<file path="src/rtl/phyc_pkg.sv">
package phyc_pkg;

  localparam int HALF_W   = 16;
  localparam int DATA_W   = 2 * HALF_W;
  localparam int NUM_CTRL = 4;
  localparam int STAT_IDX = NUM_CTRL;
  localparam int LANES    = 4;
  localparam int TEST_W   = 8;
  localparam int CINV_W   = 2;

  typedef enum logic [2:0] {
    IDX_LANE = 3'd0,
    IDX_TURN = 3'd1,
    IDX_TEST = 3'd2,
    IDX_CINV = 3'd3,
    IDX_STAT = 3'd4
  } reg_idx_e;

  typedef struct packed {
    logic [LANES-1:0] turn_dis;
    logic [LANES-1:0] force_stop;
    logic [LANES-1:0] force_rx;
    logic [LANES-1:0] lane_en;
  } lane_ctrl_t;

  typedef struct packed {
    logic             master;
    logic             clk_en;
    logic             base_dir;
    logic             src_sel;
    logic [LANES-1:0] turn_req;
  } turn_ctrl_t;

  typedef struct packed {
    logic              clr;
    logic              tck;
    logic              ten;
    logic [TEST_W-1:0] din;
  } test_ctrl_t;

  function automatic logic [HALF_W-1:0] impl_bits(input int idx);
    logic [HALF_W-1:0] m;
    case (idx)
      0:       m = HALF_W'((1 << $bits(lane_ctrl_t)) - 1);
      1:       m = HALF_W'((1 << $bits(turn_ctrl_t)) - 1);
      2:       m = HALF_W'((1 << $bits(test_ctrl_t)) - 1);
      3:       m = HALF_W'((1 << CINV_W) - 1);
      default: m = '0;
    endcase
    return m;
  endfunction

endpackage

</file>
<file path="src/rtl/phyc_wdec.sv">
module phyc_wdec #(
  parameter int ADDR_W   = 3,
  parameter int NUM_CTRL = 4
) (
  input  logic              wr_en,
  input  logic [ADDR_W-1:0] wr_addr,
  output logic [NUM_CTRL-1:0] sel,
  output logic              bad
);

  localparam int LAST_MAPPED = NUM_CTRL;

  for (genvar i = 0; i < NUM_CTRL; i++) begin : g_sel
    assign sel[i] = wr_en && (int'(wr_addr) == i);
  end

  assign bad = wr_en && (int'(wr_addr) > LAST_MAPPED);

endmodule

</file>
<file path="src/rtl/phyc_mreg.sv">
module phyc_mreg #(
  parameter int              HALF_W = 16,
  parameter logic [HALF_W-1:0] IMPL = '1
) (
  input  logic              clk,
  input  logic              rst_n,
  input  logic              wr_sel,
  input  logic [HALF_W-1:0] wr_val,
  input  logic [HALF_W-1:0] wr_msk,
  output logic [HALF_W-1:0] q
);

  logic [HALF_W-1:0] eff_msk;
  logic [HALF_W-1:0] q_d;

  always_comb begin
    eff_msk = wr_msk & IMPL;
    q_d     = (q & ~eff_msk) | (wr_val & eff_msk);
  end

  always_ff @(posedge clk or negedge rst_n) begin
    if (!rst_n) begin
      q <= '0;
    end else if (wr_sel) begin
      q <= q_d;
    end
  end

endmodule

</file>
<file path="src/rtl/phyc_rdmux.sv">
module phyc_rdmux #(
  parameter int ADDR_W   = 3,
  parameter int NUM_CTRL = 4,
  parameter int HALF_W   = 16,
  parameter int DATA_W   = 32,
  parameter int STAT_W   = 8
) (
  input  logic                       clk,
  input  logic                       rst_n,
  input  logic                       rd_en,
  input  logic [ADDR_W-1:0]          rd_addr,
  input  logic [NUM_CTRL*HALF_W-1:0] ctrl_flat,
  input  logic [STAT_W-1:0]          status,
  output logic [DATA_W-1:0]          rd_data
);

  logic [DATA_W-1:0] rd_d;

  always_comb begin
    rd_d = '0;
    for (int i = 0; i < NUM_CTRL; i++) begin
      if (int'(rd_addr) == i) begin
        rd_d[HALF_W-1:0] = ctrl_flat[i*HALF_W +: HALF_W];
      end
    end
    if (int'(rd_addr) == NUM_CTRL) begin
      rd_d[STAT_W-1:0] = status;
    end
  end

  always_ff @(posedge clk or negedge rst_n) begin
    if (!rst_n) begin
      rd_data <= '0;
    end else if (rd_en) begin
      rd_data <= rd_d;
    end
  end

endmodule

</file>
<file path="src/rtl/phy_ctl_bank.sv">
module phy_ctl_bank
  import phyc_pkg::*;
#(
  parameter int ADDR_W = 3
) (
  input  logic              clk,
  input  logic              rst_n,
  input  logic              wr_en,
  input  logic [ADDR_W-1:0] wr_addr,
  input  logic [31:0]       wr_data,
  input  logic              rd_en,
  input  logic [ADDR_W-1:0] rd_addr,
  output logic [31:0]       rd_data,
  output logic              wr_err,
  input  logic [7:0]        test_dout,
  output logic [3:0]        lane_enable,
  output logic [3:0]        force_rx,
  output logic [3:0]        force_stop,
  output logic [3:0]        turn_disable,
  output logic [3:0]        turn_request,
  output logic              src_sel,
  output logic              base_dir,
  output logic              clk_enable,
  output logic              master_sel,
  output logic [7:0]        test_din,
  output logic              test_en,
  output logic              test_clk,
  output logic              test_clr,
  output logic [1:0]        clk_inv
);

  logic [NUM_CTRL-1:0]        wsel;
  logic                       wbad;
  logic                       err_d;
  logic [NUM_CTRL*HALF_W-1:0] ctrl_flat;

  phyc_wdec #(
    .ADDR_W  (ADDR_W),
    .NUM_CTRL(NUM_CTRL)
  ) u_wdec (
    .wr_en  (wr_en),
    .wr_addr(wr_addr),
    .sel    (wsel),
    .bad    (wbad)
  );

  for (genvar r = 0; r < NUM_CTRL; r++) begin : g_reg
    phyc_mreg #(
      .HALF_W(HALF_W),
      .IMPL  (impl_bits(r))
    ) u_reg (
      .clk   (clk),
      .rst_n (rst_n),
      .wr_sel(wsel[r]),
      .wr_val(wr_data[HALF_W-1:0]),
      .wr_msk(wr_data[DATA_W-1:HALF_W]),
      .q     (ctrl_flat[r*HALF_W +: HALF_W])
    );
  end

  phyc_rdmux #(
    .ADDR_W  (ADDR_W),
    .NUM_CTRL(NUM_CTRL),
    .HALF_W  (HALF_W),
    .DATA_W  (DATA_W),
    .STAT_W  (TEST_W)
  ) u_rd (
    .clk      (clk),
    .rst_n    (rst_n),
    .rd_en    (rd_en),
    .rd_addr  (rd_addr),
    .ctrl_flat(ctrl_flat),
    .status   (test_dout),
    .rd_data  (rd_data)
  );

  always_comb begin
    err_d = wbad;
  end

  always_ff @(posedge clk or negedge rst_n) begin
    if (!rst_n) begin
      wr_err <= 1'b0;
    end else begin
      wr_err <= err_d;
    end
  end

  lane_ctrl_t lane_s;
  turn_ctrl_t turn_s;
  test_ctrl_t test_s;

  always_comb begin
    lane_s = lane_ctrl_t'(ctrl_flat[IDX_LANE*HALF_W +: $bits(lane_ctrl_t)]);
    turn_s = turn_ctrl_t'(ctrl_flat[IDX_TURN*HALF_W +: $bits(turn_ctrl_t)]);
    test_s = test_ctrl_t'(ctrl_flat[IDX_TEST*HALF_W +: $bits(test_ctrl_t)]);
  end

  assign lane_enable  = lane_s.lane_en;
  assign force_rx     = lane_s.force_rx;
  assign force_stop   = lane_s.force_stop;
  assign turn_disable = lane_s.turn_dis;
  assign turn_request = turn_s.turn_req;
  assign src_sel      = turn_s.src_sel;
  assign base_dir     = turn_s.base_dir;
  assign clk_enable   = turn_s.clk_en;
  assign master_sel   = turn_s.master;
  assign test_din     = test_s.din;
  assign test_en      = test_s.ten;
  assign test_clk     = test_s.tck;
  assign test_clr     = test_s.clr;
  assign clk_inv      = ctrl_flat[IDX_CINV*HALF_W +: CINV_W];

endmodule

</file>
<file path="config.mk">
export PLATFORM = sky130hd
export DESIGN_NAME = phy_ctl_bank
export DESIGN_NICKNAME = d
export VERILOG_FILES = /design/src/rtl/phyc_pkg.sv /design/src/rtl/phyc_wdec.sv /design/src/rtl/phyc_mreg.sv /design/src/rtl/phyc_rdmux.sv /design/src/rtl/phy_ctl_bank.sv
export SDC_FILE = /design/constraint.sdc
export NUM_CORES = 1
export LEC_CHECK = 0
export ABC_AREA = 1
export CELL_PAD_IN_SITES_DETAIL_PLACEMENT = 1
export CELL_PAD_IN_SITES_GLOBAL_PLACEMENT = 1
export CORE_MARGIN = 2
export CORE_UTILIZATION = 44
export DETAILED_ROUTE_END_ITERATION = 10
export DONT_BUFFER_PORTS = 1
export PLACE_DENSITY_LB_ADDON = 0.25
export SYNTH_ARGS = -nofsm -noshare
export SYNTH_HDL_FRONTEND = slang
export SYNTH_HIERARCHICAL = 1
export SYNTH_SLANG_ARGS = --single-unit
</file>
<file path="constraint.sdc">
create_clock -name clk -period 1 [get_ports clk]
set_input_delay 0.05 -clock clk [delete_from_list [all_inputs] [get_ports clk]]
set_output_delay 0.05 -clock clk [all_outputs]
set_load 0.005 [all_outputs]
</file>
==> key figures, run 1 <==
Critical path
  • Worst endpoint required time: approximately 1.2 ns
  • Cell Chain, Critical Path: nand4_1, nand4_1, nor2_1, nor2_1
  • Startpoint types: flip-flop
  • Instance count on the critical path: 4
  • Arrival @ worst endpoint: 1.18 ns
  • Setup crit end kind: flip-flop
  • Slowest CP cell: dfrtp_1
  • R2R depth: 4
  • CP Max Fanout: 3
  • WS Path Type: reg -> reg
  • Buf/Inv on CP: 0
  • Crit-path max cell delay: 0.44 ns
  • CP top delay family: flip-flops

Synth
  • Primary FF master, synth: dfrtp_1
  • Mapped Avg Cell Area: 7.41 sq um
  • Cell count after synthesis: roughly 450
  • Synthesized flop and latch total: between 50 and 60
  • Synth async-reset ratio: 100%
  • Top-count cell post-synth: nand2_1
  • Register area share after synthesis: 40.9%
  • Netlist cell types: 19
  • Largest area contributor in the netlist: dfrtp_1
  • Top post-synthesis cells by area: dfrtp_1 41%, nand2_1 19%, buf_4 10%
  • Ys Warns: 6
  • Cell Area, Synth: roughly 0.0033 sq mm
  • Synth top cells by count: 163 x nand2_1, 66 x nand3_1, 54 x dfrtp_1, 46 x nor2_1, 45 x buf_4
  • EDFF count, synth: 0
  • Yosys top cell area share: roughly two fifths

Clocking
  • Cts repair resizes: 0
  • CTS sink cnt: 54
  • Clk pin slew, worst setup/hold paths: about 0.11 ns
  • CTS root buf: clkbuf_8
  • Post-CTS Hold Fix Bufs: 37
  • CTS tree: yes
  • CTS max path bufs: 2
  • Setup Buffers After CTS: 0
  • Worst skew pair latency: approximately 0.31 ns
  • CTS HTree Levels: 2
  • CTS Buf Count: 5

Drt
  • Vias post-DR: 3044
  • Number of remaining DRC errors: 0
  • Drt first-iter violations: 127
  • Avg WL per Cell: between 15 and 20 um
  • WL final: about 9700 um
  • Via density: 5.22
  • Drt pass-1 iters: 4
  • Antenna Nets Post-Route: 0

Min path
  • Hold Crit Class: in -> async

Timing
  • Max Clock Freq: about 1000 MHz
  • Final Hold Vio Count: just over 60
  • Max Slew Vio Count: 0
  • Endpoints failing setup: 0
  • Hold WS: -0.584 ns
  • Fin crit share: ~98%
  • RSZ-0062 raised after global routing: true
  • Clock skew: between 0.01 and 0.015 ns
  • Final setup margin: 0.0202 ns
  • Shortest period the worst path allows: just under 1 ns

Global route
  • Initial antenna violation count: 0
  • Vias in the first global route: 3229
  • Largest net degree at the start of global routing: 55
  • First-pass GRT wire length: around 17000 um
  • Gr usage total: about 25%
  • Overflow after GRT: 0

Floorplan
  • Top Ports: 120
  • Chip Width: between 90 and 100 um
  • Die area: about 0.0082 sq mm
  • Die height: slightly above 90 um
  • Row count: 31
  • Starting Density: approximately 46%
  • Core box area: ~0.0073 sq mm

Final layout
  • Register area: between 0.001 and 0.0015 sq mm
  • Area of the multi-input gates: around 0.0016 sq mm
  • Final instance area: approximately 0.0037 sq mm
  • Final-stage net count: approximately 530
  • FILL cells: approximately 960
  • Layout area overhead: 12.5%
  • Ratio of cells with drive above 1 in the final layout: roughly 7.9%
  • N_diodes: 0

Outcome
  • Status: finished with violations
  • Failing checks: negative hold slack

Place
  • PortBufs: 0
  • Routability Congestion: around 0.78
  • Post-DP Area: ~0.0033 sq mm
  • Placed wire-length estimate: about 6700 um
  • Pre-CTS setup slack: about 0.042 ns

Power
  • Total chip power: roughly 0.0052 W
  • P_leak: 1.81 nW
  • Pwr dens: between 1000 and 1500 mW/mm^2
  • Max VDD drop: between 0.7 and 0.8 mV

Run
  • Max-cap violations: 0
-- where the power goes --
part           switching, W  internal [W]  leakage [nW]
logic              0.000550      0.000427          1.07
clock network      0.000769      0.000508        0.0447
registers          0.000427       0.00256         0.686
total               0.00175       0.00349          1.81
-- cells in the final DEF (no fill, tap or decap), types with 5 or more instances in the layout --
| master | synthesis | routed |
|---|---|---|
| buf_4 | 45 | 15 |
| clkbuf_8 | 0 | 5 |
| conb_1 | 4 | 43 |
| dfrtp_1 | 54 | 54 |
| dlygate4sd3_1 | 0 | 37 |
| inv_1 | 5 | 5 |
| nand2_1 | 163 | 163 |
| nand3_1 | 66 | 66 |
| nand4_1 | 32 | 32 |
| nor2_1 | 46 | 45 |
-- layer usage --
metal / GRT usage, % / wire, um / vias up
met5: 0 / 0 / -
met4: 5.26 / 76 / 0
met3: 6.43 / 674 / 7
met2: 41.4 / 4770 / 99
met1: 32.3 / 4160 / 1492
li1: - / - / 1446
-- final timing paths --
path	startpoint	end	slack, ns
max in group asynchronous	rst_n	async pin	1.47
setup reg to reg	flip-flop	u_rd/rd_data[6]	0.02
hold reg to reg	u_rd/rd_data[12]	u_rd/rd_data[12]	0.52
setup / recovery	flip-flop	u_rd/rd_data[6]	0.02
hold / removal	rst_n	async pin	-0.58
min in group clk	rd_en	u_rd/rd_data[0]	-0.11
-- kinds of logic (layout without fill, tap and decap cells) --
kind of cell	count (synthesis)	count (layout)	synth area share [%]
AND/OR/NAND/NOR	318	318	43.0
buffers and inverters	70	69	15.7
flip-flops	54	54	40.9
other	4	43	0.454
-- cell type report --
type / count / share of cell area, %
Multi-Input combinational cell: 361 / 42.6
Sequential cell: 54 / 36.3
Timing Repair Buffer: 55 / 14.6
Tap cell: 99 / 3.33
Clock buffer: 5 / 1.85
Clock inverter: 3 / 0.673
Inverter: 6 / 0.606
-- worst register-to-register path: cells and delay by family (launching register included) --
family | cells | cell delay, ns
AND/OR/NAND/NOR | 4 | 0.44
flip-flops | 1 | 0.44
-- metrics by stage --
step	utilization [%]	std cells	setup TNS [ns]
finish	51.3	583	0
global route	51.3	583	-0.113
CTS	51.3	583	0
detailed placement	44.9	538	0
global placement	44.9	538	0
floorplan	-	485	0
Note: power is estimated with default switching activity, not from simulation.
==> inputs of run 2 (changes only) <==
--- a/config.mk
+++ b/config.mk
@@ -13,6 +13,7 @@
 export DETAILED_ROUTE_END_ITERATION = 10
 export DONT_BUFFER_PORTS = 1
 export PLACE_DENSITY_LB_ADDON = 0.25
+export REMOVE_ABC_BUFFERS = 1
 export SYNTH_ARGS = -nofsm -noshare
 export SYNTH_HDL_FRONTEND = slang
 export SYNTH_HIERARCHICAL = 1
==> run 2 against run 1 <==
The run still ends with negative hold slack left. Via count increased by 0.30%. Critical path depth fell by 3. Global-route usage is 0.32 points lower. Register-to-register slack improved by 0.08 ns. Sequential power down 1%. Critical endpoint is now test_din[0]. Highest routed layer unchanged.
==> key figures, run 2 (synthesized netlist as in run 1, its figures left out) <==
Timing
  • Max Clock Freq: 1090 MHz (+7.3%)
  • Clock skew: 0.00411 ns (-0.00618 ns)
  • RSZ-0062 raised after global routing: false
  • Setup_tns: 0 ns (unchanged)
  • Hold WS: -0.579 ns (+0.00510 ns)
  • Shortest period the worst path allows: 0.913 ns (-0.0663 ns)
  • Endpoints failing setup: 0 (unchanged)
  • Fin crit share: 91.3% (-6.6 points)
  • Max Slew Vio Count: 0 (unchanged)
  • Final Hold Vio Count: 62 (unchanged)

Power
  • Sequential share of power: 56.1% (-0.9 points)
  • Pint: 0.00358 W (+2.5%)
  • Max VDD drop: 0.684 mV (-6.7%)
  • Pwr dens: 1400 mW/mm^2 (-0.68%)
  • Sw Share: 31.7% (-1.6 points)
  • Total chip power: 0.00524 W (+0.13%)
  • P_leak: 1.82 nW (+1.0%)
  • Clock power frac: 24.4% (about the same)
  • Psw: 0.00166 W (-4.6%)
  • Gate power share: 19.5% (+0.8 points)

Final layout
  • Most frequent cells in the layout: 163 x nand2_1, 66 x nand3_1, 54 x dfrtp_1
  • Commonest non-fill, non-tap cell in the layout: nand2_1
  • Finished Layout Cells: 587 (+0.69%)
  • Layout area overhead: 13.4%
  • Post-Route Utilization: 51.7% (+0.41 points)
  • Final-stage net count: 535 (+0.38%)
  • Ratio of cells with drive above 1 in the final layout: 8.44% (+0.58 points)

Drt
  • Drt pass-1 iters: 5 (+1)
  • Vias post-DR: 3053 (+0.30%)
  • Number of remaining DRC errors: 0 (unchanged)
  • Drt first-iter violations: 123 (-3.1%)
  • Avg WL per Cell: 16.5 um (-0.37%)
  • Antenna Nets Post-Route: 0 (unchanged)
  • WL final: 9710 um (+0.31%)
  • Via density: 5.20 (-0.39%)

Critical path
  • Cell Chain, Critical Path: buf_4
  • Startpoint types: flip-flop
  • Setup crit end kind: output port
  • Slowest CP cell: dfrtp_1
  • Arrival @ worst endpoint: 0.86 ns (-0.32 ns)
  • CP top delay family: flip-flops
  • Buf/Inv on CP: 1 (+1)
  • Worst endpoint required time: 0.95 ns (-0.26 ns)
  • Crit-path max cell delay: 0.40 ns (-0.04 ns)
  • CP Max Fanout: 2 (-1)
  • WS Path Type: reg -> out

Global route
  • Largest net degree at the start of global routing: 55 (unchanged)
  • First-pass GRT wire length: 16000 um (-3.4%)
  • Gr usage total: 24.4% (-0.32 points)
  • Vias in the first global route: 3140 (-2.8%)
  • Initial antenna violation count: 2 (+2)
  • Overflow after GRT: 0 (unchanged)

Floorplan
  • Chip Width: 90.7 um (unchanged)
  • Die area: 0.00822 sq mm (unchanged)
  • Row count: 31 (unchanged)
  • Die height: 90.7 um (unchanged)
  • Top Ports: 120 (unchanged)
  • Core box area: 0.00725 sq mm (unchanged)
  • Starting Density: 45.6% (unchanged)

Clocking
  • CTS Buf Count: 5 (unchanged)
  • Post-CTS Hold Fix Bufs: 36 (-2.7%)
  • CTS max path bufs: 2 (unchanged)
  • Clk pin slew, worst setup/hold paths: 0.10 ns (about the same)
  • CTS root buf: clkbuf_8
  • Setup Buffers After CTS: 0 (unchanged)
  • CTS HTree Levels: 2 (unchanged)
  • CTS sink cnt: 54 (unchanged)
  • Worst skew pair latency: 0.31 ns (about the same)
  • CTS tree: yes

Outcome
  • Status: finished with violations
  • Failing checks: negative hold slack

Place
  • Placed wire-length estimate: 6570 um (-2.0%)
  • Inst Count DP: 541 (+0.56%)
  • Routability Congestion: 0.788 (+0.88%)
  • PortBufs: 0 (unchanged)

Min path
  • Hold Crit Class: in -> async

Run
  • Max-cap violations: 0 (unchanged)
run 2: cell count changes in the layout (fill, tap and decap cells not counted), sizes merged:
cell	previous run	this run
buf	18	21
clkbuf	5	7
diode	0	2
clkinvlp	1	0
dlygate4sd3	37	36
inv	6	5
run 2: path summary, 6_finish.rpt:
| path | cells past startpoint | endpoint | start | slack, ns |
|---|---|---|---|---|
| max in group asynchronous | 0 | async pin | rst_n | 1.47 |
| min in group clk | 2 | u_rd/rd_data[7] | rd_en | -0.12 |
| min reg2reg | 2 | u_rd/rd_data[13] | u_rd/rd_data[13] | 0.51 |
| min | 0 | async pin | rst_n | -0.58 |
| max | 1 | test_din[0] | flip-flop | 0.09 |
| max reg2reg | 4 | u_rd/rd_data[1] | flip-flop | 0.10 |
run 2: layer usage:
layer	track usage, %	wire, um	vias up
met2	42.8	4870	92
li1	-	-	1458
met4	5.38	109	0
met1	29.2	4000	1494
met5	0	0	-
met3	7.60	738	9
run 2: through the flow:
stage          hold WS [ns]  worst slack (ns)  cell area (sq um)
2_1_floorplan        -0.246            -0.478               2960
3_3_place_gp         -0.244            0.0721               3290
3_5_place_dp         -0.244            0.0391               3290
4_1_cts              -0.585            0.0756               3740
5_1_grt              -0.603           0.00329               3750
6_report             -0.579            0.0866               3750
run 2: final cells by class:
| class | instances | area, sq um |
|---|---|---|
| antenna | 2 | 5.00 |
| inverter | 6 | 22.5 |
| clock inverter | 1 | 5.00 |
| fill | 941 | 3500 |
| sequential | 54 | 1350 |
| multi-input combinational | 361 | 1590 |
| clock buffer | 7 | 86.3 |
| timing repair buffer | 57 | 568 |
| tap | 99 | 124 |
run 2: what timing repair did:
item,in CTS,in global routing
endpoints found under the setup margin,0,1
gates resized for setup,0,1
hold endpoints to repair,100,62
run 2: power by group through the flow:
stage | Clock, W | Combinational [W] | Sequential [W]
floorplan | 0 | 0.000505 | 0.00288
finish | 0.00128 | 0.00102 | 0.00294
CTS | 0.00133 | 0.00101 | 0.00295
global placement | 0 | 0.000803 | 0.00297
detailed placement | 0 | 0.000849 | 0.00299
global route | 0.00143 | 0.00117 | 0.00300
